===== src/rtl/fps_pkg.sv =====
package fps_pkg;
    parameter int TAG_W = 3;
    parameter int STK_W = 8;
    parameter int CTL_W = 8;
    parameter int CLS_W = 5;
    localparam int VOL_W = CLS_W + 2;
    localparam int SLOTS = 1 << TAG_W;

    typedef logic [TAG_W-1:0] tag_t;

    typedef struct packed {
        logic             rnd;
        logic             inx;
        logic [CLS_W-1:0] cls;
    } vol_t;

    typedef enum logic [1:0] {
        RM_NEAREST = 2'd0,
        RM_ZERO    = 2'd1,
        RM_UP      = 2'd2,
        RM_DOWN    = 2'd3
    } rmode_e;

    function automatic tag_t tag_after(tag_t t);
        return t + tag_t'(1);
    endfunction

    function automatic rmode_e ctl_rmode(logic [CTL_W-1:0] c);
        return rmode_e'(c[1:0]);
    endfunction
endpackage


===== src/rtl/fps_state.sv =====
module fps_state
    import fps_pkg::*;
(
    input  logic             clk,
    input  logic             rst,
    input  logic             op_commit,
    input  logic             ctl_commit,
    input  vol_t             vol_in,
    input  logic [STK_W-1:0] exc_in,
    input  logic [CTL_W-1:0] ctl_in,
    output vol_t             vol_q,
    output logic [STK_W-1:0] stk_q,
    output logic [CTL_W-1:0] ctl_q,
    output logic [STK_W-1:0] stk_merged
);
    assign stk_merged = stk_q | exc_in;

    always_ff @(posedge clk) begin
        if (rst) begin
            vol_q <= '0;
            stk_q <= '0;
            ctl_q <= '0;
        end else begin
            if (op_commit) begin
                vol_q <= vol_in;
                stk_q <= stk_merged;
            end
            if (ctl_commit) begin
                ctl_q <= ctl_in;
            end
        end
    end
endmodule


===== src/rtl/fps_snap.sv =====
module fps_snap
    import fps_pkg::*;
#(
    parameter bit TRACK_CTL = 1'b0
) (
    input  logic             clk,
    input  logic             rst,
    input  logic             wr_en,
    input  tag_t             wr_tag,
    input  logic [STK_W-1:0] stk_in,
    input  logic [CTL_W-1:0] ctl_in,
    input  tag_t             rd_tag,
    output logic [STK_W-1:0] stk_out,
    output logic [CTL_W-1:0] ctl_out
);
    logic [STK_W-1:0] stk_tab [SLOTS];

    always_ff @(posedge clk) begin
        if (rst) begin
            for (int i = 0; i < SLOTS; i++) stk_tab[i] <= '0;
        end else if (wr_en) begin
            stk_tab[wr_tag] <= stk_in;
        end
    end
    assign stk_out = stk_tab[rd_tag];

    generate
        if (TRACK_CTL) begin : g_ctl
            logic [CTL_W-1:0] ctl_tab [SLOTS];
            always_ff @(posedge clk) begin
                if (rst) begin
                    for (int i = 0; i < SLOTS; i++) ctl_tab[i] <= '0;
                end else if (wr_en) begin
                    ctl_tab[wr_tag] <= ctl_in;
                end
            end
            assign ctl_out = ctl_tab[rd_tag];
        end else begin : g_noctl
            assign ctl_out = ctl_in;
        end
    endgenerate
endmodule


===== src/rtl/fps_cmp.sv =====
module fps_cmp
    import fps_pkg::*;
#(
    parameter bit TRACK_CTL = 1'b0
) (
    input  logic [STK_W-1:0] stk_new,
    input  logic [STK_W-1:0] stk_snap,
    input  logic [CTL_W-1:0] ctl_cur,
    input  logic [CTL_W-1:0] ctl_snap,
    output logic             mismatch
);
    logic stk_diff;
    assign stk_diff = (stk_new != stk_snap);

    generate
        if (TRACK_CTL) begin : g_track
            assign mismatch = stk_diff || (ctl_cur != ctl_snap);
        end else begin : g_plain
            assign mismatch = stk_diff;
        end
    endgenerate
endmodule


===== src/rtl/fps_status_part.sv =====
module fps_status_part
    import fps_pkg::*;
#(
    parameter bit TRACK_CTL = 1'b0
) (
    input  logic             clk,
    input  logic             rst,
    input  logic             iss_valid,
    input  logic [TAG_W-1:0] iss_tag,
    input  logic             cmp_valid,
    input  logic             cmp_ctl_wr,
    input  logic [TAG_W-1:0] cmp_tag,
    input  logic [VOL_W-1:0] cmp_vol,
    input  logic [STK_W-1:0] cmp_exc,
    input  logic [CTL_W-1:0] cmp_ctl,
    output logic [VOL_W-1:0] vol_o,
    output logic [STK_W-1:0] stk_o,
    output logic [CTL_W-1:0] ctl_o,
    output logic [1:0]       rmode_o,
    output logic             flush_valid,
    output logic [TAG_W-1:0] flush_tag
);
    logic             op_commit, ctl_commit, mismatch, flush_d;
    vol_t             vol_q;
    logic [STK_W-1:0] stk_q, stk_merged, stk_snap;
    logic [CTL_W-1:0] ctl_q, ctl_snap;

    assign op_commit  = cmp_valid && !cmp_ctl_wr;
    assign ctl_commit = cmp_valid && cmp_ctl_wr;

    fps_state u_state (
        .clk        (clk),
        .rst        (rst),
        .op_commit  (op_commit),
        .ctl_commit (ctl_commit),
        .vol_in     (vol_t'(cmp_vol)),
        .exc_in     (cmp_exc),
        .ctl_in     (cmp_ctl),
        .vol_q      (vol_q),
        .stk_q      (stk_q),
        .ctl_q      (ctl_q),
        .stk_merged (stk_merged)
    );

    fps_snap #(.TRACK_CTL(TRACK_CTL)) u_snap (
        .clk     (clk),
        .rst     (rst),
        .wr_en   (iss_valid),
        .wr_tag  (iss_tag),
        .stk_in  (stk_q),
        .ctl_in  (ctl_q),
        .rd_tag  (cmp_tag),
        .stk_out (stk_snap),
        .ctl_out (ctl_snap)
    );

    fps_cmp #(.TRACK_CTL(TRACK_CTL)) u_cmp (
        .stk_new  (stk_merged),
        .stk_snap (stk_snap),
        .ctl_cur  (ctl_q),
        .ctl_snap (ctl_snap),
        .mismatch (mismatch)
    );

    assign flush_d = ctl_commit || (op_commit && mismatch);

    always_ff @(posedge clk) begin
        if (rst) begin
            flush_valid <= 1'b0;
            flush_tag   <= '0;
        end else begin
            flush_valid <= flush_d;
            flush_tag   <= flush_d ? tag_after(cmp_tag) : '0;
        end
    end

    assign vol_o   = vol_q;
    assign stk_o   = stk_q;
    assign ctl_o   = ctl_q;
    assign rmode_o = ctl_rmode(ctl_q);
endmodule



===== config.mk =====
export PLATFORM = sky130hd
export DESIGN_NAME = fps_status_part
export DESIGN_NICKNAME = d
export VERILOG_FILES = /design/src/rtl/fps_pkg.sv /design/src/rtl/fps_state.sv /design/src/rtl/fps_snap.sv /design/src/rtl/fps_cmp.sv /design/src/rtl/fps_status_part.sv
export SDC_FILE = /design/constraint.sdc
export NUM_CORES = 1
export LEC_CHECK = 0
export BUFFER_PORTS_ARGS = -buffer_cell sky130_fd_sc_hd__buf_4
export CAP_MARGIN = 25
export CORE_ASPECT_RATIO = 0.9
export CORE_MARGIN = 2
export CORE_UTILIZATION = 35
export DETAILED_ROUTE_END_ITERATION = 6
export PLACE_DENSITY = 0.56
export SETUP_SLACK_MARGIN = 0.1
export SYNTH_ARGS = -nofsm -noshare
export SYNTH_HDL_FRONTEND = slang
export SYNTH_SLANG_ARGS = --single-unit

===== constraint.sdc =====
create_clock -name clk -period 2.15 [get_ports clk]
set_clock_uncertainty 0.1 [all_clocks]
set_input_delay 0.215 -clock clk [delete_from_list [all_inputs] [get_ports clk]]
set_output_delay 0.215 -clock clk [all_outputs]
set_load 0.01 [all_outputs]

# Word level (Yosys, flattened, before mapping)
# Memory sizes are Yosys's and may differ from the RTL's.
# Index checks and enable logic that the tools add are counted.
dict set report classes {
  add_sub_neg 1
  n_eq_ne 1
  n_mux 8
  n_bitwise 2
  n_reduce_logical 7
}
# op n
set op_table {}
lappend op_table {{2-to-1 mux 8 bit} 1}
lappend op_table {{inequality test 8 bit} 1}
lappend op_table {{OR 8 bit} 1}
lappend op_table {{OR reduction 8 bit} 1}
lappend op_table {{2-to-1 mux 1 bit} 6}
lappend op_table {{adder 3 x 1 -> 3 bit, second input constant} 1}
lappend op_table {{logical AND 1 bit} 3}
lappend op_table {{2-to-1 mux 3 bit} 1}
lappend op_table {{OR reduction 2 bit} 1}
lappend op_table {{zero test 1 bit} 1}
lappend op_table {{logical OR 1 bit} 1}
lappend op_table {{inverter 1 bit} 1}
dict set report totals {
  reg_bits 27
  ramBits 64
  out_inout_bits 29
  memories 1
}
# name words width read_ports rd_ports_with_merged_regs write_ports line
set memory_table {}
lappend memory_table {u_snap.stk_tab 8 8 1 0 8 fps_snap.sv:16} ;# logic [STK_W-1:0] stk_tab [SLOTS];

# Depth between registers and ports, before layout
# Gate-level depths: netlist of the first run.
dict set report logic_depth {
  depth_word 6
  ltp_mapped 8
  depth_no_buf 6
}

# Modules after synthesis
# From an unflattened synthesis of the first run, not the netlist that was laid out.
dict set report unflattened {
  cells_unflattened 309
  hier_area_um2 4172.8
}
# mod n_inst cells_per_inst area_per_inst_um2
set modules_own_cells {}
lappend modules_own_cells {fps_snap 1 201 3057.9}
lappend modules_own_cells {fps_state 1 82 835.8}
lappend modules_own_cells {fps_status_part 1 15 192.7}
lappend modules_own_cells {fps_cmp 1 11 86.3}

# Least setup slack after synthesis of the first run
# No wires, ideal clock.
dict set report synth_path {
  path_kind {input to register}
  startpoint {input port cmp_tag[1]}
  endpoint {register flush_tag[0]}
  setup_time_ns 0.139
  t_arrival_ns 1.693
  required_ns 1.911
  path_slack_ns 0.218
  path_stages 7
  n_path_buf 1
  cell_sequence {buf_6 -> mux2_4 -> o22ai_2 -> nor4_1 -> or3_4 -> nor4_4 -> a2111oi_2}
}
dict set report synth_via {
  elab_chain_cells 6
}
# element line
set synth_rtl {}
lappend synth_rtl {{start: declaration} fps_status_part.sv:12} ;# input logic [TAG_W-1:0] cmp_tag,
lappend synth_rtl {{memory (8 x 8 bit)} -}
lappend synth_rtl {{inequality test 8 bit} fps_cmp.sv:13} ;# assign stk_diff = (stk_new != stk_snap);
lappend synth_rtl {{logical AND 1 bit} fps_status_part.sv:65} ;# assign flush_d = ctl_commit || (op_commit && mismatch);
lappend synth_rtl {{logical OR 1 bit} fps_status_part.sv:65}
lappend synth_rtl {{inverter 1 bit (no source line)} -}
lappend synth_rtl {{OR reduction 2 bit (no source line)} -}
lappend synth_rtl {{end signal: assignment} fps_status_part.sv:73} ;# flush_tag <= flush_d ? tag_after(cmp_tag) : '0;
lappend synth_rtl {{end: declaration} fps_status_part.sv:21} ;# output logic [TAG_W-1:0] flush_tag
# Every way passes these cells.
# A chain may end at the register's enable or synchronous reset.

# Final worst setup path of the first run
dict set report layout_path {
  startpoint {memory u_snap.stk_tab[0][3]}
  endpoint {register flush_tag[0]}
}
dict set report layout_via {
  elab_chain_cells 6
}
# element line
set layout_rtl {}
lappend layout_rtl {{start: declaration} fps_snap.sv:16}
lappend layout_rtl {{memory (8 x 8 bit)} -}
lappend layout_rtl {{inequality test 8 bit} fps_cmp.sv:13}
lappend layout_rtl {{logical AND 1 bit} fps_status_part.sv:65}
lappend layout_rtl {{logical OR 1 bit} fps_status_part.sv:65}
lappend layout_rtl {{inverter 1 bit (no source line)} -}
lappend layout_rtl {{OR reduction 2 bit (no source line)} -}
# Every way passes these cells.

==> flow_summary.yaml, run 1 <==
layout:
  post-route-util_pct: 44.7
  antenna_cells: 0
  fin_nets: 447
  syn_to_final_growth_pct: 24.1
  final_layout_size_suffix_gt1_share_pct: 28.1
die:
  initial_utilization_pct: 36.0
  fp.dieW_um: 118
  io_pins: 63
  core-area_mm2: 0.0114
  dieArea_mm2: 0.0126
  placement_rows: 37
  die_height_um: 107
synth:
  synth_fp_nets: 368
  syn-cell-area_mm2: 0.00411
  ys_ff_latch: 91
  synth_compound_area_share_pct: 6.66
  synthAdderAreaFrac_pct: 0.304
  async_reset_ff_share_pct: 0
  synthFlopType: "edfxtp_1"
  syn_area_per_cell_um2: 12.4
  synthXorXnorAreaFrac_pct: 1.70
  synth_warnings: 0
  synth-edff-count: 64
  synthMuxAreaShare_pct: 8.73
  synth_top_family_by_area: "simple AND/OR/NAND/NOR gates"
  synth.distinct_cells: 44
  synthSimpleGateAreaFrac_pct: 19.6
  ys_seq_area_share_pct: 59.9
  netlist_instances: 333
global_routing:
  grt_pass1_vias: 2793
  antenna_found_initial: 0
  globalRouteOverflowTotal: 0
  grtUsageTotal_pct: 16.8
  grt_max_degree: 33
  grt_pass1_wl_um: 15800
setup_path:
  critical_path_arrival_ns: 2.19
  rrSetupSlack_ns: 0.1
  start_kind: "register"
  r2r_start: "u_snap.stk_tab[0][3]"
  critical_path_class: "reg2reg"
  max_stage_delay_ns: 0.49
  crit_path_end_kind: "register"
  reg2reg_depth: 6
  r2r_end: "flush_tag[0]"
  cp.required_ns: 2.29
  crit_chain: "nor2b_1 > a2111oi_0 > a311oi_1 > xnor2_1 > nor4_4 > a2111oi_2"
  cp_max_fo: 4
  critPathSlowestCell: "a2111oi_0"
routing:
  vias: 2794
  totalWireLength_um: 10100
  ant_nets: 0
  vias_per_cell: 4.88
  dr.pass1.iters: 4
  wl_per_cell_um: 17.6
  post-route-drc-count: 0
  drtIter0Drc: 174
sta:
  fmax_ghz: 0.488
  setup_violations: 0
  finalHoldViolCount: 0
  tightest_slew_ns: 0.576
  finalHoldWorstSlack_ns: 0.00676
  drv_slew: 0
  rsz0062_at_grt: "yes"
  final.period_utilization_pct: 95.4
  max-slew-margin-rel_pct: 61.4
  finalCriticalPeriod_ns: 2.05
placement:
  place.gp.congestion: 0.792
  numPortBuffers: 62
  hpwl_um: 7160
clock_network:
  h-tree-depth: 3
  clk_path_buf_depth: 2
  cts_sinks: 91
  cts_tree: "done"
  insertion_delay_ns: 0.34
  cts_buffers: 9
  clock-root-buffer: "clkbuf_16"
  hold_buffers: 0
  path_clk_slew_ns: 0.06
pwr:
  ir_worst_vdd_v: 0.000342
  cellPowerDensity_mw_per_mm2: 764
  leakage_uw: 0.00204
run_status:
  status: "completed"
hold_path:
  hp-start: "cmp_exc[6]"
  hold_class: "in2reg"
  min_path_cells: 3
  min_to: "u_state.stk_q[6]"
job:
  max_cap_viol_count: 0
[critical path: cells and delay by family, from the launching register on]
family          cells  cell delay, ns
simple gates        2            0.23
xor+xnor            1            0.27
compound gates      3            0.99
flops               1            0.36
[routing by layer]
layer / vias to the layer above / share of wire, % / global-route usage (%)
li1: 1344 / - / -
met1: 1363 / 46 / 21.9
met2: 72 / 47 / 27.1
met3: 15 / 5.4 / 4.89
met4: 0 / 1.4 / 5.34
met5: - / 0 / 0
[cell type report]
type / count / area, µm²
Tap cell: 156 / 195
Fill cell: 1074 / 6330
Clock inverter: 2 / 11.3
Sequential cell: 91 / 2460
Multi-Input combinational cell: 225 / 1540
Timing Repair Buffer: 83 / 623
Inverter: 2 / 7.51
Clock buffer: 14 / 267
[report_power, final]
part	switching (µW)	leakage (µW)	total, µW	internal, µW
clock network	637	0.000139	1500	859
logic	227	0.00102	420	193
registers	39.7	0.000884	1990	1950
[stage by stage]
step                instance area, µm²  power [µW]  setup slack, ns  instances  setup TNS, ns
global route                      5110        4040           0.0165        573              0
detailed placement                4810        2440          -0.0995        557         -0.342
floorplan                         4110        2250            0.218        333              0
finish                            5110        3900           0.0992        573              0
global placement                  4810        2430          -0.0287        557        -0.0620
CTS                               5090        3930            0.107        573              0
[synthesized netlist by cell type, types with 2 or more instances]
master     n  area share (%)
and2_1    64             9.7
edfxtp_1  64              47
nand2_1   28             2.6
dfxtp_1   27              13
a21oi_1   25             3.0
nor2_1    23             2.1
mux2i_1   13             3.2
mux2_1     8             2.2
nand3_1    8            0.97
or2_1      8             1.2
clkbuf_1   7            0.64
xnor2_1    7             1.5
o22ai_1    5            0.76
mux4_2     4             2.2
nand2b_1   4            0.61
buf_6      3            0.82
mux2_2     3            0.82
a221oi_1   2            0.43
a221oi_2   2            0.73
buf_12     2            0.97
buf_4      2            0.36
nor3_1     2            0.24
[sequential cells by signal, summed over array words and instances (netlist names)]
register and cells:
u_state.vol_q 7, flush_valid 1, u_state.ctl_q 8, flush_tag 3
u_snap.stk_tab 64, u_state.stk_q 8
[worst max path at each step]
stage	start	endpoint	slack, ns
final	u_snap.stk_tab[0][3]	flush_tag[0]	0.1
after global routing	u_snap.stk_tab[6][6]	flush_tag[0]	0.02
after CTS	u_snap.stk_tab[7][4]	flush_tag[0]	0.11
after detailed placement	cmp_tag[1]	flush_tag[0]	-0.1
after global placement	cmp_tag[1]	flush_tag[0]	-0.03
after floorplan	cmp_tag[1]	flush_tag[0]	0.22
[timing repair]
| action | CTS | global route |
|---|---|---|
| gates resized for setup | 0 | 3 |
| endpoints found under the setup margin | 0 | 4 |
| setup buffers | 0 | 0 |
| hold endpoints to repair | 0 | 0 |
[cell families (layout without fill, tap and decap cells)]
family / count (synthesis) / in the layout
adders and majority gates: 1 / 1
and+or+nand+nor: 146 / 146
AOI/OAI and AO/OA: 41 / 41
DFF: 91 / 91
muxes: 29 / 29
xor gates and xnor gates: 8 / 8
buffers and inverters: 17 / 101
[layout by cell type, fill, tap and decap left out, types with 2 or more instances in the layout]
cell	Yosys	routed
o22ai_1	5	4
dfxtp_1	27	27
xnor2_1	7	7
nor2_1	23	23
buf_4	2	83
mux4_2	4	4
clkbuf_1	7	3
or2_1	8	8
nand2_1	28	28
a21oi_1	25	24
edfxtp_1	64	64
mux2i_1	13	13
mux2_1	8	8
nand3_1	8	8
and2_1	64	64
mux2_2	3	3
nor3_1	2	2
clkbuf_16	0	10
nand2b_1	4	4
a221oi_2	2	3
o22ai_2	1	2
Power figures use the tool's default switching activity.
==> run 2, diff against run 1 <==
--- a/config.mk
+++ b/config.mk
@@ -12,6 +12,7 @@
 export CORE_UTILIZATION = 35
 export DETAILED_ROUTE_END_ITERATION = 6
 export PLACE_DENSITY = 0.56
+export RECOVER_POWER = 100
 export SETUP_SLACK_MARGIN = 0.1
 export SYNTH_ARGS = -nofsm -noshare
 export SYNTH_HDL_FRONTEND = slang
==> flow_summary.yaml, run 2 (synthesized netlist as in run 1, its figures left out) <==
clock_network:
  clock-root-buffer: "clkbuf_16"
  hold_buffers: 0
  clk_path_buf_depth: 2
  path_clk_slew_ns: 0.06
  cts_tree: "done"
  cts_buffers: 9
  cts_sinks: 91
  insertion_delay_ns: 0.34
  h-tree-depth: 3
layout:
  post-route-util_pct: 43.3
  syn_to_final_growth_pct: 20.2
  final_cell_mix: "64 x edfxtp_1, 44 x clkbuf_1, 41 x buf_4"
  top_regs: "u_snap.stk_tab x64, u_state.ctl_q x8, u_state.stk_q x8"
  final_common_cell: "edfxtp_1"
  antenna_cells: 0
  regMostFlops: "u_snap.stk_tab"
  fin_nets: 447
  largest_reg_flops: 64
  final_layout_size_suffix_gt1_share_pct: 17.7
die:
  fp.dieW_um: 118
  die_height_um: 107
  core-area_mm2: 0.0114
  io_pins: 63
  dieArea_mm2: 0.0126
  placement_rows: 37
  initial_utilization_pct: 36.0
global_routing:
  grt_pass1_wl_um: 15800
  grt_max_degree: 33
  grt_pass1_vias: 2793
  grtUsageTotal_pct: 16.8
  globalRouteOverflowTotal: 0
  antenna_found_initial: 0
pwr:
  leakage_uw: 0.00184
  internal_power_uw: 2970
  p_clk_share_pct: 38.7
  seq_power_share_pct: 51.2
  cellPowerDensity_mw_per_mm2: 783
  ir_worst_vdd_v: 0.000349
  totalPowerFinal_uw: 3870
  power_frac_comb_pct: 10.1
  swShare_pct: 23.3
  switchingPower_uw: 904
sta:
  setup_violations: 0
  tns_ns: 0
  finalHoldViolCount: 0
  rsz0062_at_grt: "yes"
  drv_slew: 0
  fmax_ghz: 0.490
  tightest_slew_ns: 0.748
  max-slew-margin-rel_pct: 50.1
  fin_ws_ns: 0.108
  final.period_utilization_pct: 95.0
  finalCriticalPeriod_ns: 2.04
setup_path:
  critical_path_class: "reg2reg"
  crit_path_end_kind: "register"
  r2r_start: "u_snap.stk_tab[0][3]"
  rrSetupSlack_ns: 0.11
  start_kind: "register"
  cp_max_fo: 4
  reg2reg_depth: 6
  cp.required_ns: 2.28
  critical_path_arrival_ns: 2.18
  r2r_end: "flush_tag[0]"
routing:
  vias: 2811
  dr.pass1.iters: 5
  wl_per_cell_um: 17.6
  post-route-drc-count: 0
  ant_nets: 0
  drtIter0Drc: 178
  totalWireLength_um: 10100
  vias_per_cell: 4.91
placement:
  numPortBuffers: 62
  place.gp.congestion: 0.792
  hpwl_um: 7160
  pre_cts_slack_ns: -0.0995
run_status:
  status: "completed"
hold_path:
  hp-start: "cmp_exc[6]"
  min_path_cells: 3
  hold_class: "in2reg"
  min_to: "u_state.stk_q[6]"
job:
  max_cap_viol_count: 0
## run 2: changes by cell type in the layout (fill, tap and decap cells not counted)
cell and change:
inv_2 -1, a21oi_1 +1, inv_1 +1, a21oi_2 -1, clkbuf_1 +41, or2_0 +7
buf_4 -42, and2_1 -27, clkbuf_2 +1, or2_1 -7, and2_0 +27
## run 2: worst max path at each step
stage / end / slack, ns / startpoint
3_3_place_gp: flush_tag[0] / -0.03 / cmp_tag[1]
2_1_floorplan: flush_tag[0] / 0.22 / cmp_tag[1]
5_1_grt: flush_tag[0] / 0.02 / u_snap.stk_tab[6][6]
4_1_cts: flush_tag[0] / 0.11 / u_snap.stk_tab[7][4]
3_5_place_dp: flush_tag[0] / -0.1 / cmp_tag[1]
6_report: flush_tag[0] / 0.11 / u_snap.stk_tab[0][3]
## run 2: power groups by stage
stage	sequential, µW	clock, µW	combinational (µW)
global route	1990	1590	428
global placement	2020	0	410
floorplan	2020	0	232
finish	1990	1500	391
detailed placement	2020	0	417
CTS	1990	1520	419
## run 2: layout make-up
type / count / area, µm²
Timing Repair Buffer: 83 / 467
Fill cell: 1126 / 6490
Sequential cell: 91 / 2460
Multi-Input combinational cell: 225 / 1540
Inverter: 2 / 7.51
Tap cell: 156 / 195
Clock inverter: 2 / 11.3
Clock buffer: 14 / 267
## run 2: what timing repair did
| action | in CTS | in global routing |
|---|---|---|
| resized for setup | 0 | 3 |
| setup endpoints to repair | 0 | 4 |
| buffers inserted | 0 | 0 |
## run 2: per-stage QoR
| stage | cells | cell area [µm²] | hold slack [ns] |
|---|---|---|---|
| after floorplan | 333 | 4110 | 0.248 |
| after global placement | 557 | 4810 | 0.345 |
| after detailed placement | 557 | 4810 | 0.350 |
| after CTS | 573 | 5090 | 0.00344 |
| after global routing | 573 | 4950 | 0.0107 |
| final | 573 | 4950 | 0.00751 |
## run 2: worst max-delay path, stage by stage, from the launching register on
cell,delay [ns]
edfxtp_1,0.36
nor2b_1,0.13
a2111oi_0,0.48
a311oi_1,0.13
xnor2_1,0.27
nor4_4,0.09
a2111oi_2,0.37
## run 2: per-layer routing
layer  track usage (%)  wire length [µm]  up-vias
met5                 0                 0        -
met4              5.34               141        0
met3              4.89               561       14
met2              27.1              4700       85
met1              21.9              4690     1372
li1                  -                 -     1340
